### src/rtl/chunk_fetch_pkg.sv
package chunk_fetch_pkg;

  typedef enum logic [2:0] {
    ST_IDLE    = 3'd0,
    ST_RQ_INST = 3'd1,
    ST_WT_INST = 3'd2,
    ST_PUSH    = 3'd3,
    ST_RQ_LINK = 3'd4,
    ST_WT_LINK = 3'd5,
    ST_HALT    = 3'd6
  } fetch_st_e;

endpackage

### src/rtl/chunk_fetch_bswap.sv
module chunk_fetch_bswap #(
  parameter int DW = 64
) (
  input  logic          swap_en,
  input  logic [DW-1:0] din,
  output logic [DW-1:0] dout
);
  localparam int NB = DW / 8;

  logic [DW-1:0] swapped;

  for (genvar b = 0; b < NB; b++) begin : g_byte
    assign swapped[b*8 +: 8] = din[(NB-1-b)*8 +: 8];
  end

  assign dout = swap_en ? swapped : din;

endmodule

### src/rtl/chunk_fetch_credit.sv
module chunk_fetch_credit #(
  parameter int CNT_W      = 20,
  parameter int INST_WORDS = 8
) (
  input  logic             clk,
  input  logic             rst_n,
  input  logic             add_en,
  input  logic [CNT_W-1:0] add_val,
  input  logic             take,
  output logic [CNT_W-1:0] count,
  output logic             enough
);
  localparam logic [CNT_W-1:0] STEP = CNT_W'(INST_WORDS);

  logic [CNT_W-1:0] count_q, count_d;
  logic             count_ce;

  always_comb begin
    count_d = count_q;
    if (add_en) count_d = count_d + add_val;
    if (take)   count_d = count_d - STEP;
  end

  assign count_ce = add_en | take;

  always_ff @(posedge clk or negedge rst_n) begin
    if (!rst_n)        count_q <= '0;
    else if (count_ce) count_q <= count_d;
  end

  assign count  = count_q;
  assign enough = (count_q >= STEP);

  assert_credit_take_R3: assert property (@(posedge clk) disable iff (!rst_n)
    (take && !add_en) |=> (count == $past(count) - STEP));

  assert_credit_add_R3: assert property (@(posedge clk) disable iff (!rst_n)
    (add_en && !take) |=> (count == $past(count) + $past(add_val)));

  assert_take_needs_credit_R3: assert property (@(posedge clk) disable iff (!rst_n)
    take |-> enough);

endmodule

### src/rtl/chunk_fetch_cursor.sv
module chunk_fetch_cursor #(
  parameter int AW         = 49,
  parameter int DW         = 64,
  parameter int SEG_W      = 13,
  parameter int INST_WORDS = 8
) (
  input  logic          clk,
  input  logic          rst_n,
  input  logic [SEG_W-1:0] seg_words,
  input  logic          load,
  input  logic [AW-1:0] load_addr,
  input  logic          link_load,
  input  logic [DW-1:0] link_word,
  input  logic          word_adv,
  input  logic          inst_done,
  output logic [AW-1:0] cur_addr,
  output logic [AW-1:0] inst_addr,
  output logic          widx_last,
  output logic          seg_end
);
  localparam int WB     = $clog2(DW / 8);
  localparam int WIDX_W = $clog2(INST_WORDS);
  localparam int OFF_W  = WIDX_W + WB;
  localparam int PTR_W  = AW - OFF_W;
  localparam int ICNT_W = SEG_W - WIDX_W;

  logic [PTR_W-1:0]  ptr_q, ptr_d;
  logic [WIDX_W-1:0] widx_q, widx_d;
  logic [ICNT_W-1:0] icnt_q, icnt_d;
  logic              cur_ce;
  logic [ICNT_W-1:0] seg_insts;
  logic              unused_bits;

  assign seg_insts   = seg_words[SEG_W-1:WIDX_W];
  assign unused_bits = ^{load_addr[OFF_W-1:0], link_word[DW-1:AW], link_word[OFF_W-1:0],
                         seg_words[WIDX_W-1:0]};

  always_comb begin
    ptr_d  = ptr_q;
    widx_d = widx_q;
    icnt_d = icnt_q;
    if (load) begin
      ptr_d  = load_addr[AW-1:OFF_W];
      widx_d = '0;
      icnt_d = '0;
    end else if (link_load) begin
      ptr_d  = link_word[AW-1:OFF_W];
      widx_d = '0;
      icnt_d = '0;
    end else if (inst_done) begin
      ptr_d  = ptr_q + 1'b1;
      widx_d = '0;
      icnt_d = icnt_q + 1'b1;
    end else if (word_adv) begin
      widx_d = widx_q + 1'b1;
    end
  end

  assign cur_ce = load | link_load | inst_done | word_adv;

  always_ff @(posedge clk or negedge rst_n) begin
    if (!rst_n) begin
      ptr_q  <= '0;
      widx_q <= '0;
      icnt_q <= '0;
    end else if (cur_ce) begin
      ptr_q  <= ptr_d;
      widx_q <= widx_d;
      icnt_q <= icnt_d;
    end
  end

  assign cur_addr  = {ptr_q, {OFF_W{1'b0}}};
  assign inst_addr = {ptr_q, widx_q, {WB{1'b0}}};
  assign widx_last = (widx_q == WIDX_W'(INST_WORDS - 1));
  assign seg_end   = (icnt_q == seg_insts);

  assert_ptr_step_R6: assert property (@(posedge clk) disable iff (!rst_n)
    (inst_done && !load) |=> (cur_addr == $past(cur_addr) + AW'(1 << OFF_W)));

  assert_word_order_R5: assert property (@(posedge clk) disable iff (!rst_n)
    (word_adv && !load) |=> (inst_addr == $past(inst_addr) + AW'(1 << WB)));

endmodule

### src/rtl/chunk_fetch_ctrl.sv
module chunk_fetch_ctrl
  import chunk_fetch_pkg::*;
#(
  parameter int DW = 64
) (
  input  logic          clk,
  input  logic          rst_n,
  input  logic          q_en,
  input  logic          ptr_wr,
  input  logic          enough,
  input  logic          seg_end,
  input  logic          widx_last,
  input  logic          req_ready,
  input  logic          rsp_valid,
  input  logic          rsp_err,
  input  logic [DW-1:0] rsp_word,
  input  logic          out_ready,
  output logic          take,
  output logic          load_ok,
  output logic          req_valid,
  output logic          req_link,
  output logic          word_adv,
  output logic          inst_done,
  output logic          link_load,
  output logic          out_valid,
  output logic [DW-1:0] out_data,
  output logic          out_last,
  output logic          rd_err
);
  fetch_st_e     st_q, st_d;
  logic [DW-1:0] data_q;
  logic          last_q;
  logic          cap;
  logic          err_d, err_q;

  always_comb begin
    st_d      = st_q;
    take      = 1'b0;
    load_ok   = 1'b0;
    req_valid = 1'b0;
    req_link  = 1'b0;
    word_adv  = 1'b0;
    inst_done = 1'b0;
    link_load = 1'b0;
    cap       = 1'b0;
    err_d     = 1'b0;
    unique case (st_q)
      ST_IDLE: begin
        if (ptr_wr) begin
          load_ok = 1'b1;
        end else if (q_en) begin
          if (seg_end) begin
            st_d = ST_RQ_LINK;
          end else if (enough) begin
            take = 1'b1;
            st_d = ST_RQ_INST;
          end
        end
      end
      ST_RQ_INST: begin
        req_valid = 1'b1;
        if (req_ready) st_d = ST_WT_INST;
      end
      ST_WT_INST: begin
        if (rsp_valid) begin
          if (rsp_err) begin
            err_d = 1'b1;
            st_d  = ST_HALT;
          end else begin
            cap  = 1'b1;
            st_d = ST_PUSH;
          end
        end
      end
      ST_PUSH: begin
        if (out_ready) begin
          if (widx_last) begin
            inst_done = 1'b1;
            st_d      = ST_IDLE;
          end else begin
            word_adv = 1'b1;
            st_d     = ST_RQ_INST;
          end
        end
      end
      ST_RQ_LINK: begin
        req_valid = 1'b1;
        req_link  = 1'b1;
        if (req_ready) st_d = ST_WT_LINK;
      end
      ST_WT_LINK: begin
        if (rsp_valid) begin
          if (rsp_err) begin
            err_d = 1'b1;
            st_d  = ST_HALT;
          end else begin
            link_load = 1'b1;
            st_d      = ST_IDLE;
          end
        end
      end
      ST_HALT: begin
        if (ptr_wr) begin
          load_ok = 1'b1;
          st_d    = ST_IDLE;
        end
      end
      default: st_d = ST_IDLE;
    endcase
  end

  always_ff @(posedge clk or negedge rst_n) begin
    if (!rst_n) begin
      st_q  <= ST_IDLE;
      err_q <= 1'b0;
    end else begin
      st_q  <= st_d;
      err_q <= err_d;
    end
  end

  always_ff @(posedge clk or negedge rst_n) begin
    if (!rst_n) begin
      data_q <= '0;
      last_q <= 1'b0;
    end else if (cap) begin
      data_q <= rsp_word;
      last_q <= widx_last;
    end
  end

  assign out_valid = (st_q == ST_PUSH);
  assign out_data  = data_q;
  assign out_last  = last_q;
  assign rd_err    = err_q;

  assert_out_hold_R10: assert property (@(posedge clk) disable iff (!rst_n)
    (out_valid && !out_ready) |=> (out_valid && $stable(out_data) && $stable(out_last)));

  assert_req_hold_R5: assert property (@(posedge clk) disable iff (!rst_n)
    (req_valid && !req_ready) |=> (req_valid && $stable(req_link)));

  assert_no_issue_disabled_R4: assert property (@(posedge clk) disable iff (!rst_n)
    (st_q == ST_IDLE && !q_en) |=> !req_valid);

  assert_halt_quiet_R9: assert property (@(posedge clk) disable iff (!rst_n)
    rd_err |=> (!req_valid && !rd_err));

  assert_err_no_output_R9: assert property (@(posedge clk) disable iff (!rst_n)
    (rsp_valid && rsp_err) |=> !out_valid);

endmodule

### src/rtl/instr_chunk_fetch.sv
module instr_chunk_fetch #(
  parameter int AW         = 49,
  parameter int DW         = 64,
  parameter int SEG_W      = 13,
  parameter int CNT_W      = 20,
  parameter int INST_WORDS = 8
) (
  input  logic             clk,
  input  logic             rst_n,
  input  logic             q_en,
  input  logic             big_endian,
  input  logic [SEG_W-1:0] seg_words,
  input  logic             ptr_wr,
  input  logic [AW-1:0]    ptr_wdata,
  output logic [AW-1:0]    ptr_rdata,
  input  logic             db_add,
  input  logic [CNT_W-1:0] db_words,
  output logic [CNT_W-1:0] db_count,
  output logic             mem_req_valid,
  input  logic             mem_req_ready,
  output logic [AW-1:0]    mem_req_addr,
  input  logic             mem_rsp_valid,
  input  logic [DW-1:0]    mem_rsp_data,
  input  logic             mem_rsp_err,
  output logic             out_valid,
  input  logic             out_ready,
  output logic [DW-1:0]    out_data,
  output logic             out_last,
  output logic             rd_err
);
  logic          take, enough;
  logic          load_ok, link_load, word_adv, inst_done;
  logic          req_link, widx_last, seg_end;
  logic [AW-1:0] cur_addr, inst_addr;
  logic [DW-1:0] rsp_word;

  chunk_fetch_bswap #(.DW(DW)) u_swap (
    .swap_en (big_endian),
    .din     (mem_rsp_data),
    .dout    (rsp_word)
  );

  chunk_fetch_credit #(.CNT_W(CNT_W), .INST_WORDS(INST_WORDS)) u_credit (
    .clk     (clk),
    .rst_n   (rst_n),
    .add_en  (db_add),
    .add_val (db_words),
    .take    (take),
    .count   (db_count),
    .enough  (enough)
  );

  chunk_fetch_cursor #(.AW(AW), .DW(DW), .SEG_W(SEG_W), .INST_WORDS(INST_WORDS)) u_cursor (
    .clk       (clk),
    .rst_n     (rst_n),
    .seg_words (seg_words),
    .load      (load_ok),
    .load_addr (ptr_wdata),
    .link_load (link_load),
    .link_word (rsp_word),
    .word_adv  (word_adv),
    .inst_done (inst_done),
    .cur_addr  (cur_addr),
    .inst_addr (inst_addr),
    .widx_last (widx_last),
    .seg_end   (seg_end)
  );

  chunk_fetch_ctrl #(.DW(DW)) u_ctrl (
    .clk       (clk),
    .rst_n     (rst_n),
    .q_en      (q_en),
    .ptr_wr    (ptr_wr),
    .enough    (enough),
    .seg_end   (seg_end),
    .widx_last (widx_last),
    .req_ready (mem_req_ready),
    .rsp_valid (mem_rsp_valid),
    .rsp_err   (mem_rsp_err),
    .rsp_word  (rsp_word),
    .out_ready (out_ready),
    .take      (take),
    .load_ok   (load_ok),
    .req_valid (mem_req_valid),
    .req_link  (req_link),
    .word_adv  (word_adv),
    .inst_done (inst_done),
    .link_load (link_load),
    .out_valid (out_valid),
    .out_data  (out_data),
    .out_last  (out_last),
    .rd_err    (rd_err)
  );

  assign mem_req_addr = req_link ? cur_addr : inst_addr;
  assign ptr_rdata    = cur_addr;

  assert_link_at_ptr_R7: assert property (@(posedge clk) disable iff (!rst_n)
    (mem_req_valid && req_link) |-> (mem_req_addr == ptr_rdata));

  assert_ptr_low_zero_R2: assert property (@(posedge clk) disable iff (!rst_n)
    (ptr_rdata[5:0] == 6'd0));

endmodule

### config.mk
export PLATFORM = sky130hd
export DESIGN_NAME = instr_chunk_fetch
export DESIGN_NICKNAME = d
export VERILOG_FILES = /design/src/rtl/chunk_fetch_pkg.sv /design/src/rtl/chunk_fetch_bswap.sv /design/src/rtl/chunk_fetch_credit.sv /design/src/rtl/chunk_fetch_cursor.sv /design/src/rtl/chunk_fetch_ctrl.sv /design/src/rtl/instr_chunk_fetch.sv
export SDC_FILE = /design/constraint.sdc
export NUM_CORES = 1
export LEC_CHECK = 0
export BUFFER_PORTS_ARGS = -buffer_cell sky130_fd_sc_hd__buf_2
export CAP_MARGIN = 20
export CORE_MARGIN = 3
export CORE_UTILIZATION = 48
export DETAILED_ROUTE_END_ITERATION = 12
export PLACE_DENSITY = 0.78
export SYNTH_ARGS = -nofsm -noshare
export SYNTH_HDL_FRONTEND = slang
export SYNTH_HIERARCHICAL = 1
export SYNTH_SLANG_ARGS = --single-unit
### constraint.sdc
create_clock -name clk -period 2.85 [get_ports clk]
set_clock_uncertainty 0.05 [all_clocks]
set_input_delay 0.4275 -clock clk [delete_from_list [all_inputs] [get_ports clk]]
set_output_delay 0.4275 -clock clk [all_outputs]
set_load 0.02 [all_outputs]
After elaboration in Yosys (flattened, before gate mapping)
Cells that the tools add are included.
{"block": "word_totals", "register_bits": 145, "input_bits": 156, "out_inout_bits": 186}
{"block": "op_classes", "n_addsub": 5, "magnitude_cmp": 1, "eq_ne": 17, "n_mux": 50, "n_bitwise": 4, "n_reduce_logical": 9}
{"operator": "43-bit two-way mux", "count": 3}
{"operator": "64-bit two-way mux", "count": 1}
{"operator": "3-bit two-way mux", "count": 16}
{"operator": "43-bit by 1-bit adder with 43-bit output, second input constant", "count": 1}
{"operator": "20-bit two-way mux", "count": 2}
{"operator": "10-bit two-way mux", "count": 3}
{"operator": "1-bit two-way mux", "count": 23}
{"operator": "3-bit case mux with 7 select lines", "count": 1}
{"operator": "20-bit adder", "count": 1}
{"operator": "20-bit by 4-bit >= comparator with 1-bit output, second input constant", "count": 1}
{"operator": "20-bit by 4-bit subtractor with 20-bit output, second input constant", "count": 1}
{"operator": "2-bit inequality test, second input constant", "count": 7}
{"operator": "3-bit equality test, second input constant", "count": 4}
{"operator": "10-bit by 1-bit adder with 10-bit output, second input constant", "count": 1}
{"operator": "10-bit equality test", "count": 1}
{"operator": "9-bit AND reduction", "count": 1}
{"operator": "3-bit by 2-bit equality test with 1-bit output, second input constant", "count": 2}
{"operator": "6-bit two-way mux", "count": 1}
{"operator": "2-bit OR reduction", "count": 3}
{"operator": "1-bit bitwise OR", "count": 4}
{"operator": "2-bit AND reduction", "count": 2}
{"operator": "4-bit nonzero test", "count": 1}
{"operator": "3-bit by 1-bit adder with 3-bit output, second input constant", "count": 1}
{"operator": "3-bit by 1-bit equality test with 1-bit output, second input constant", "count": 1}
{"operator": "other kinds (4)", "count": 4}

Logic depth before layout (Yosys ltp)
Gate-level depths: netlist (run 1).
{"block": "depth", "depth_word": 8, "depth_mapped": 13, "ltp_nobuf": 13}

By module
The synthesis (run 1) kept the hierarchy.
{"mod": "chunk_fetch_cursor", "n_inst": 1, "cells_each": 533, "area_each_um2": 4350.4, "seq_area_each_um2": 1401.3}
{"mod": "chunk_fetch_ctrl", "n_inst": 1, "cells_each": 196, "area_each_um2": 3194.3, "seq_area_each_um2": 1726.7}
{"mod": "chunk_fetch_credit", "n_inst": 1, "cells_each": 240, "area_each_um2": 2079.5, "seq_area_each_um2": 500.5}
{"mod": "chunk_fetch_bswap", "n_inst": 1, "cells_each": 71, "area_each_um2": 1077.3, "seq_area_each_um2": 0.0}
{"mod": "instr_chunk_fetch", "n_inst": 1, "cells_each": 54, "area_each_um2": 638.1, "seq_area_each_um2": 0.0}

Worst setup path before layout (run 1)
Ideal clock, no wire load.
{"block": "synth_path", "path_kind": "register to register", "start": "register u_credit.count_q[0], in the netlist u_credit/count[0]", "end": "register u_credit.count_q[19], in the netlist u_credit/count[19]", "arrival_time_ps": 3090, "path_slack_ps": -415, "stages_incl_launch_ff": 14, "path_cell_list": "dfrtp_1 -> ha_1 -> fa_1 -> a21o_2 -> a211oi_1 -> nor3_1 -> a21oi_1 -> ha_1 -> nand2_1 -> or2_2 -> nand3b_1 -> nor4_4 -> nand4_2 -> xnor2_1"}
{"block": "synth_between", "elab_chain_len": 7, "word_cells_on_any_way": 11, "cone_classes": "2 x add/sub; 1 x order compare; 7 x mux; 1 x bitwise"}
{"element": "start: declaration", "line_no": "chunk_fetch_credit.sv:15", "rtl": "logic [CNT_W-1:0] count_q, count_d;"}
{"element": "start signal: assignment", "line_no": "chunk_fetch_credit.sv:28", "rtl": "else if (count_ce) count_q <= count_d;"}
{"element": "branches (longest 7 deep; another with 20-bit adder)"}
Parallel ways; which one is timed is not known.
A chain may end at the register's enable or synchronous reset.

Final worst setup path (run 1)
Same ends and word-level chain as after synthesis.

==> reports/results.tsv, run 1 <==
stage	metric	value	unit
outcome	status	complete, but fails checks	
outcome	failing checks	setup timing	
place	GPL Wtd Cong	0.9836	
die	die height	159.7	µm
timing	Tcrit/Tclk final	109.4	%
hold_path	Hold WC Path Type	in -> reg	
power	Flop pwr share	25.6	%
yosys	asr flop ratio synth	100.0	%
critical_path	Worst EP arrival	3380	ps
layout	FF/Latch Area	3630	µm²
timing	Hold Vio Cnt, Final	0	
cts	Clock Sinks	145	
die	Ports	342	
timing	Final Max Tran Viols	0	
grt	number of global-route vias before repair	10210	
cts	Root Buffer Master	clkbuf_16	
grt	largest net degree at the start of global routing	69	
yosys	Main synth FF type	dfrtp_1	
place	input/output buffers	323	
power	Psw	7323	µW
layout	layout cells sized above 1	48.77	%
yosys	flop and latch count out of synthesis	145	
cts	CTS tree	yes	
critical_path	max incr delay on CP	430	ps
place	DP HPWL	27470	µm
yosys	yosys warns	6	
cts	CTS buffer count	17	
power	Leakage	0.006688	µW
power	internal power	8582	µW
power	Power Total	15910	µW
cts	H-tree Lvls	4	
timing	Slew HR	53.04	%
timing	Tmin final	3119	ps
detailed_routing	drt first-iter violations	1062	
place	dpl cells	1734	
layout	area of the multi-input gates	6977	µm²
detailed_routing	WL final	36250	µm
place	Setup WS pre-CTS	-450.0	ps
die	Initial Util	49.48	%
layout	Final Non-Filler Cells	1782	
critical_path	element type at the critical path start	flip-flop	
layout	Layout area overhead	25.70	%
layout	Layout Utilization	62.20	%
timing	final setup fails	10	
grt	grt ovf	0	
critical_path	Critical Path Sink Type	flip-flop	
layout	filler cell count	1913	
place	DP Area	13410	µm²
layout	final non-filler cell area	14250	µm²
power	Sw Share	46.04	%
cts	clock edge transition at the registers on the reported setup and hold paths	70	ps
power	P per Cell Area	1116	nW/µm²
detailed_routing	Via-to-Cell Ratio	5.783	
yosys	mean post-synth cell area	10.37	µm²
power	VDD IR-drop max	0.0007499	V
grt	first-pass GRT wire length	56190	µm
detailed_routing	vias	10310	
cts	worst skew pair latency	420	ps
detailed_routing	Routed WL per cell	20.34	µm
detailed_routing	Antenna Nets Post-Route	0	
yosys	Seq/Total Area, Yosys	32.00	%
timing	Peak Freq	0.3206	GHz
critical_path	critical path's slowest cell	dfrtp_2	
critical_path	sequence of cells on the critical path	ha_4 > fa_2 > a21o_2 > a211oi_2 > nor3_2 > a21oi_2 > ha_2 > nand2_2 > or2_4 > nand3b_1 > nor4_4 > nand4_2 > xnor2_1	
layout	# nets final	1632	
die	Die W	159.7	µm
grt	Total Routing Usage GR	27.52	%
yosys	Syn Inst Count	1094	
critical_path	worst-path fanout max	3	
critical_path	worst setup path class	reg -> reg	
die	Row Count	55	
yosys	Unique masters post-synth	94	
cts	Max Buffers Root-to-Sink	2	
detailed_routing	drt drc	0	
die	Core Region	22920	µm²
timing	Worst Max-Slew Pin Slew	698.0	ps
power	Logic pwr share	60.1	%
run	MaxCap Viol Count	0	
grt	initial antenna violation count	4	
yosys	Mapped Area	11340	µm²
critical_path	Crit path required time	3110	ps
timing	setup ws final	-269.1	ps
yosys	EDFF count, synth	0	
detailed_routing	Pre-antenna DRT Iters	8	
timing	RSZ-0062 raised after global routing	yes	
die	Die Area	25500	µm²
power	Clk pwr share	14.3	%
==> sequential cells by signal, summed over array words and instances (netlist names) <==
name and count:
u_ctrl/out_last 1, u_ctrl/out_data 64, u_cursor/icnt_q 10, u_ctrl/st_q 3, u_cursor/widx_q 3, u_cursor/ptr_q 43, u_ctrl/rd_err 1, u_credit/count 20
==> placed cells by master, fill, tap and decap left out, drive strengths merged, types with 9 or more instances in the layout <==
cell type and instances:
a21o 9, nand2 76, mux2 186, ha 24
a21oi 56, o21ai 45, conb 9, nor4 15
a31oi 17, and3 14, nand4 35, nor3 27
nand3 27, nor2 69, mux2i 23, inv 21
dfrtp 145, xor2 32, clkbuf 18, o21a 9
xnor2 34, buf 439
==> path summary, 6_finish.rpt <==
kind,startpoint,to,slack [ps],depth (start not counted)
setup / recovery,u_credit/count[0],u_credit/count[19],-270,13
max in group asynchronous,rst_n,u_cursor/ptr_q[9],1460,3
setup reg to reg,u_credit/count[0],u_credit/count[19],-270,13
hold reg to reg,u_ctrl/out_data[37],u_ctrl/out_data[37],460,1
min in group asynchronous,rst_n,u_credit/count[19],490,2
hold / removal,ptr_wdata[22],u_cursor/ptr_q[16],170,3
==> power by group through the flow <==
stage                     sequential (µW)  clock, µW  combinational [µW]
after floorplan                      4950          0                5230
after global placement               4030          0                8930
after detailed placement             4040          0                9110
after CTS                            4040       2310                9310
after global routing                 4190       2390               10200
final                                4070       2280                9560
==> critical path, delay by kind of cell, from the launching register on <==
kind,cells,cell delay (ps)
simple gates,6,1120
fa+ha+maj,3,710
compound gates,3,540
flops,1,430
xor+xnor,1,150
==> synthesized netlist by cell type, types with 9 or more instances <==
cell	instances	area, µm²
nor4_1	11	68.82
mux2_4	122	1832
nand3_1	25	125.1
xnor2_1	34	297.8
o21ai_0	43	215.2
dfrtp_1	145	3628
a31oi_1	17	106.4
buf_4	57	427.9
inv_1	14	52.55
mux2_2	63	709.4
o21a_1	9	67.56
xor2_1	32	280.3
ha_1	24	300.3
nor3_1	24	120.1
a21oi_1	56	280.3
buf_12	11	220.2
and3_1	14	87.58
mux2i_1	23	230.2
nand2_1	76	285.3
nand4_1	31	193.9
clkbuf_1	19	71.32
nor2_1	69	259.0
==> layer usage <==
metal	wire length, µm	up-vias	GRT usage, %
met5	12	-	0
met4	1311	2	11.42
met3	3095	113	5.681
met2	17460	580	46.27
met1	14380	4908	34.51
li1	-	4702	-
==> timing repair <==
action,4_1_cts,5_1_grt
hold endpoints to repair,50,0
gates resized for setup,13,20
setup endpoints to repair,11,13
pin swaps,6,7
cloned,0,0
hold buffers,1,0
buffers inserted,5,6
==> per-stage QoR <==
step,hold slack [ps],setup TNS (ps)
after floorplan,81.91,-325.1
after global routing,169.0,-3235
after CTS,140.4,-1580
after detailed placement,374.1,-3299
after global placement,377.2,-2873
final,166.8,-1809
==> cell families (layout without fill, tap and decap cells) <==
group / Yosys count / count (layout) / synth area share, %
XOR/XNOR: 66 / 66 / 5.098
adder cells (fa/ha/maj): 25 / 25 / 2.825
buffers and inverters: 125 / 487 / 8.319
flip-flops: 145 / 145 / 32.00
AND/OR/NAND/NOR: 311 / 311 / 14.84
multiplexers: 209 / 209 / 24.54
other: 1 / 14 / 0.03307
AO/OA/AOI/OAI: 212 / 212 / 12.35
==> layout make-up <==
| type | instances | area share (%) |
|---|---|---|
| antenna | 5 | 0.08778 |
| clock buffer | 18 | 3.011 |
| clock inverter | 14 | 1.167 |
| inverter | 15 | 0.4213 |
| multi-input combinational | 832 | 48.95 |
| sequential | 145 | 25.47 |
| tap | 313 | 2.748 |
| timing repair buffer | 440 | 18.15 |
Note: power is estimated with default switching activity, not from simulation.
==> inputs of run 2 (changes only) <==
Settings changed: MAX_ROUTING_LAYER set to met4.
==> run 2 against run 1 <==
  * The run still ends with setup timing left
  * Final area is 0.26% higher
  * Clock power is 5% higher
  * Sequential share of layout area is 0.058 points lower
  * Global-route usage is 0.60 points higher
  * Sequential power hardly changed
  * Count of clock-buffer cells in the layout is 1 lower
  * Largest power group unchanged
  * Worst hold slack worse by 17 ps
  * Die area stayed put
==> reports/results.tsv, run 2 (synthesis gave the netlist of run 1 again) <==
stage	metric	value	unit
power	Logic pwr share	59.4	%
power	internal power	8536	µW
layout	final non-filler cell area	14290	µm²
outcome	status	complete, but fails checks	
timing	final setup fails	11	
grt	grt ovf	0	
power	VDD IR-drop max	0.0007207	V
place	DP HPWL	27650	µm
die	Die W	159.7	µm
die	Ports	342	
power	P per Cell Area	1113	nW/µm²
place	input/output buffers	323	
layout	# nets final	1638	
die	Row Count	55	
layout	Layout area overhead	26.03	%
place	GPL Wtd Cong	0.9856	
cts	CTS tree	yes	
detailed_routing	Via-to-Cell Ratio	5.792	
detailed_routing	drt drc	0	
power	Leakage	0.006719	µW
layout	most frequent cells in the layout	buf_2, dfrtp_1, mux2_4, buf_4, nand2_1	
cts	clock edge transition at the registers on the reported setup and hold paths	80	ps
grt	largest net degree at the start of global routing	71	
layout	commonest non-fill, non-tap cell in the layout	buf_2	
die	Die Area	25500	µm²
die	Initial Util	49.48	%
critical_path	start of the worst register-to-register path	u_credit/count[0]	
timing	setup ws final	-338.2	ps
critical_path	Critical Path Sink Type	flip-flop	
detailed_routing	drt first-iter violations	1061	
timing	Slew HR	48.63	%
outcome	failing checks	setup timing	
cts	Root Buffer Master	clkbuf_16	
hold_path	Hold WC Path Type	in -> reg	
timing	Worst Max-Slew Pin Slew	763.6	ps
cts	H-tree Lvls	4	
run	MaxCap Viol Count	0	
place	DP Area	13440	µm²
critical_path	worst setup path class	reg -> reg	
die	die height	159.7	µm
hold_path	HP Start	ptr_wdata[43]	
timing	Final Max Tran Viols	0	
power	Clk pwr share	15.0	%
timing	Peak Freq	0.3137	GHz
power	Power Total	15910	µW
critical_path	reg2reg path depth	13	
cts	Max Buffers Root-to-Sink	2	
layout	filler cell count	1930	
power	Sw Share	46.34	%
cts	CTS buffer count	17	
cts	worst skew pair latency	440	ps
cts	Clock Sinks	145	
critical_path	element type at the critical path start	flip-flop	
grt	first-pass GRT wire length	55920	µm
critical_path	Worst EP arrival	3450	ps
detailed_routing	WL final	36130	µm
detailed_routing	Pre-antenna DRT Iters	5	
layout	Largest register FFs	64	
grt	initial antenna violation count	6	
hold_path	Hold Crit Depth	3	
detailed_routing	vias	10370	
timing	Tmin final	3188	ps
timing	RSZ-0062 raised after global routing	yes	
die	Core Region	22920	µm²
power	Psw	7373	µW
power	Flop pwr share	25.6	%
timing	Tcrit/Tclk final	111.9	%
critical_path	Crit path required time	3110	ps
critical_path	worst-path fanout max	3	
grt	Total Routing Usage GR	28.12	%
grt	number of global-route vias before repair	10190	
layout	layout cells sized above 1	48.91	%
detailed_routing	Routed WL per cell	20.19	µm
timing	Hold Vio Cnt, Final	0	
detailed_routing	Antenna Nets Post-Route	0	
critical_path	Critical Path Source	u_credit/count[0]	
[run 2: cell types whose count changed in the layout (fill, tap and decap cells not counted), moves of 2 or more]
cell	previous run	this run
clkinv_8	2	6
buf_4	107	117
buf_6	6	2
clkinvlp_4	3	0
nor2_1	65	63
xnor2_1	32	34
xnor2_2	2	0
nor2_2	1	4
diode_2	5	7
[run 2: path summary, 6_finish.rpt]
check	slack, ps	endpoint
max	-340	u_credit/count[19]
min	150	u_cursor/ptr_q[37]
max reg2reg	-340	u_credit/count[19]
min reg2reg	460	u_ctrl/out_data[2]
max in group asynchronous	1460	u_ctrl/out_data[17]
min in group asynchronous	520	u_credit/count[15]
[run 2: repair_timing]
item | CTS | global route
gates resized for setup | 18 | 7
setup buffers | 9 | 2
hold endpoints to repair | 7 | 0
setup endpoints to repair | 11 | 12
hold buffers | 1 | 0
pin swaps | 12 | 4
[run 2: layer usage]
metal	vias up	GRT usage (%)	part of all wire (%)
met5	-	-	0
met4	0	11.94	3.8
met3	99	5.188	7.5
met2	549	45.65	48
li1	4718	-	-
met1	5002	34.49	41
[run 2: stage by stage]
step | utilization, % | hold WS (ps) | TNS [ps] | instances | setup slack [ps]
CTS | 62.13 | 139.7 | -1396 | 1781 | -292.4
global route | 62.35 | 148.0 | -3361 | 1789 | -474.3
detailed placement | 58.67 | 440.8 | -2880 | 1739 | -461.7
floorplan | - | 81.91 | -325.1 | 1102 | -175.1
global placement | 58.67 | 437.0 | -2213 | 1739 | -377.4
finish | 62.36 | 150.1 | -1638 | 1790 | -338.2
[run 2: power groups by stage]
stage,logic (µW),clock network [µW],registers (µW)
CTS,9360,2420,4040
detailed placement,9110,0,4050
global placement,8920,0,4040
global route,10100,2500,4200
floorplan,5230,0,4950
finish,9440,2390,4070
[run 2: cell type report]
class                      instances  area (µm²)  area share (%)
inverter                          15       58.81          0.4115
multi-input combinational        832        6939           48.56
clock buffer                      17       425.4           2.977
timing repair buffer             446        2618           18.32
tap                              313       391.6           2.740
antenna                            7       17.52          0.1226
clock inverter                    15       210.2           1.471
sequential                       145        3631           25.41
[run 2: worst max-delay path: stages (launching register included)]
cell      delay (ps)
dfrtp_2          420
ha_4             170
fa_2             350
a21o_2           200
a211oi_2         220
nor3_2            70
a21oi_2          150
ha_2             190
nand2_2           50
or2_4            230
nand3b_1         230
nor4_4           420
nand4_2          150
xnor2_1          160
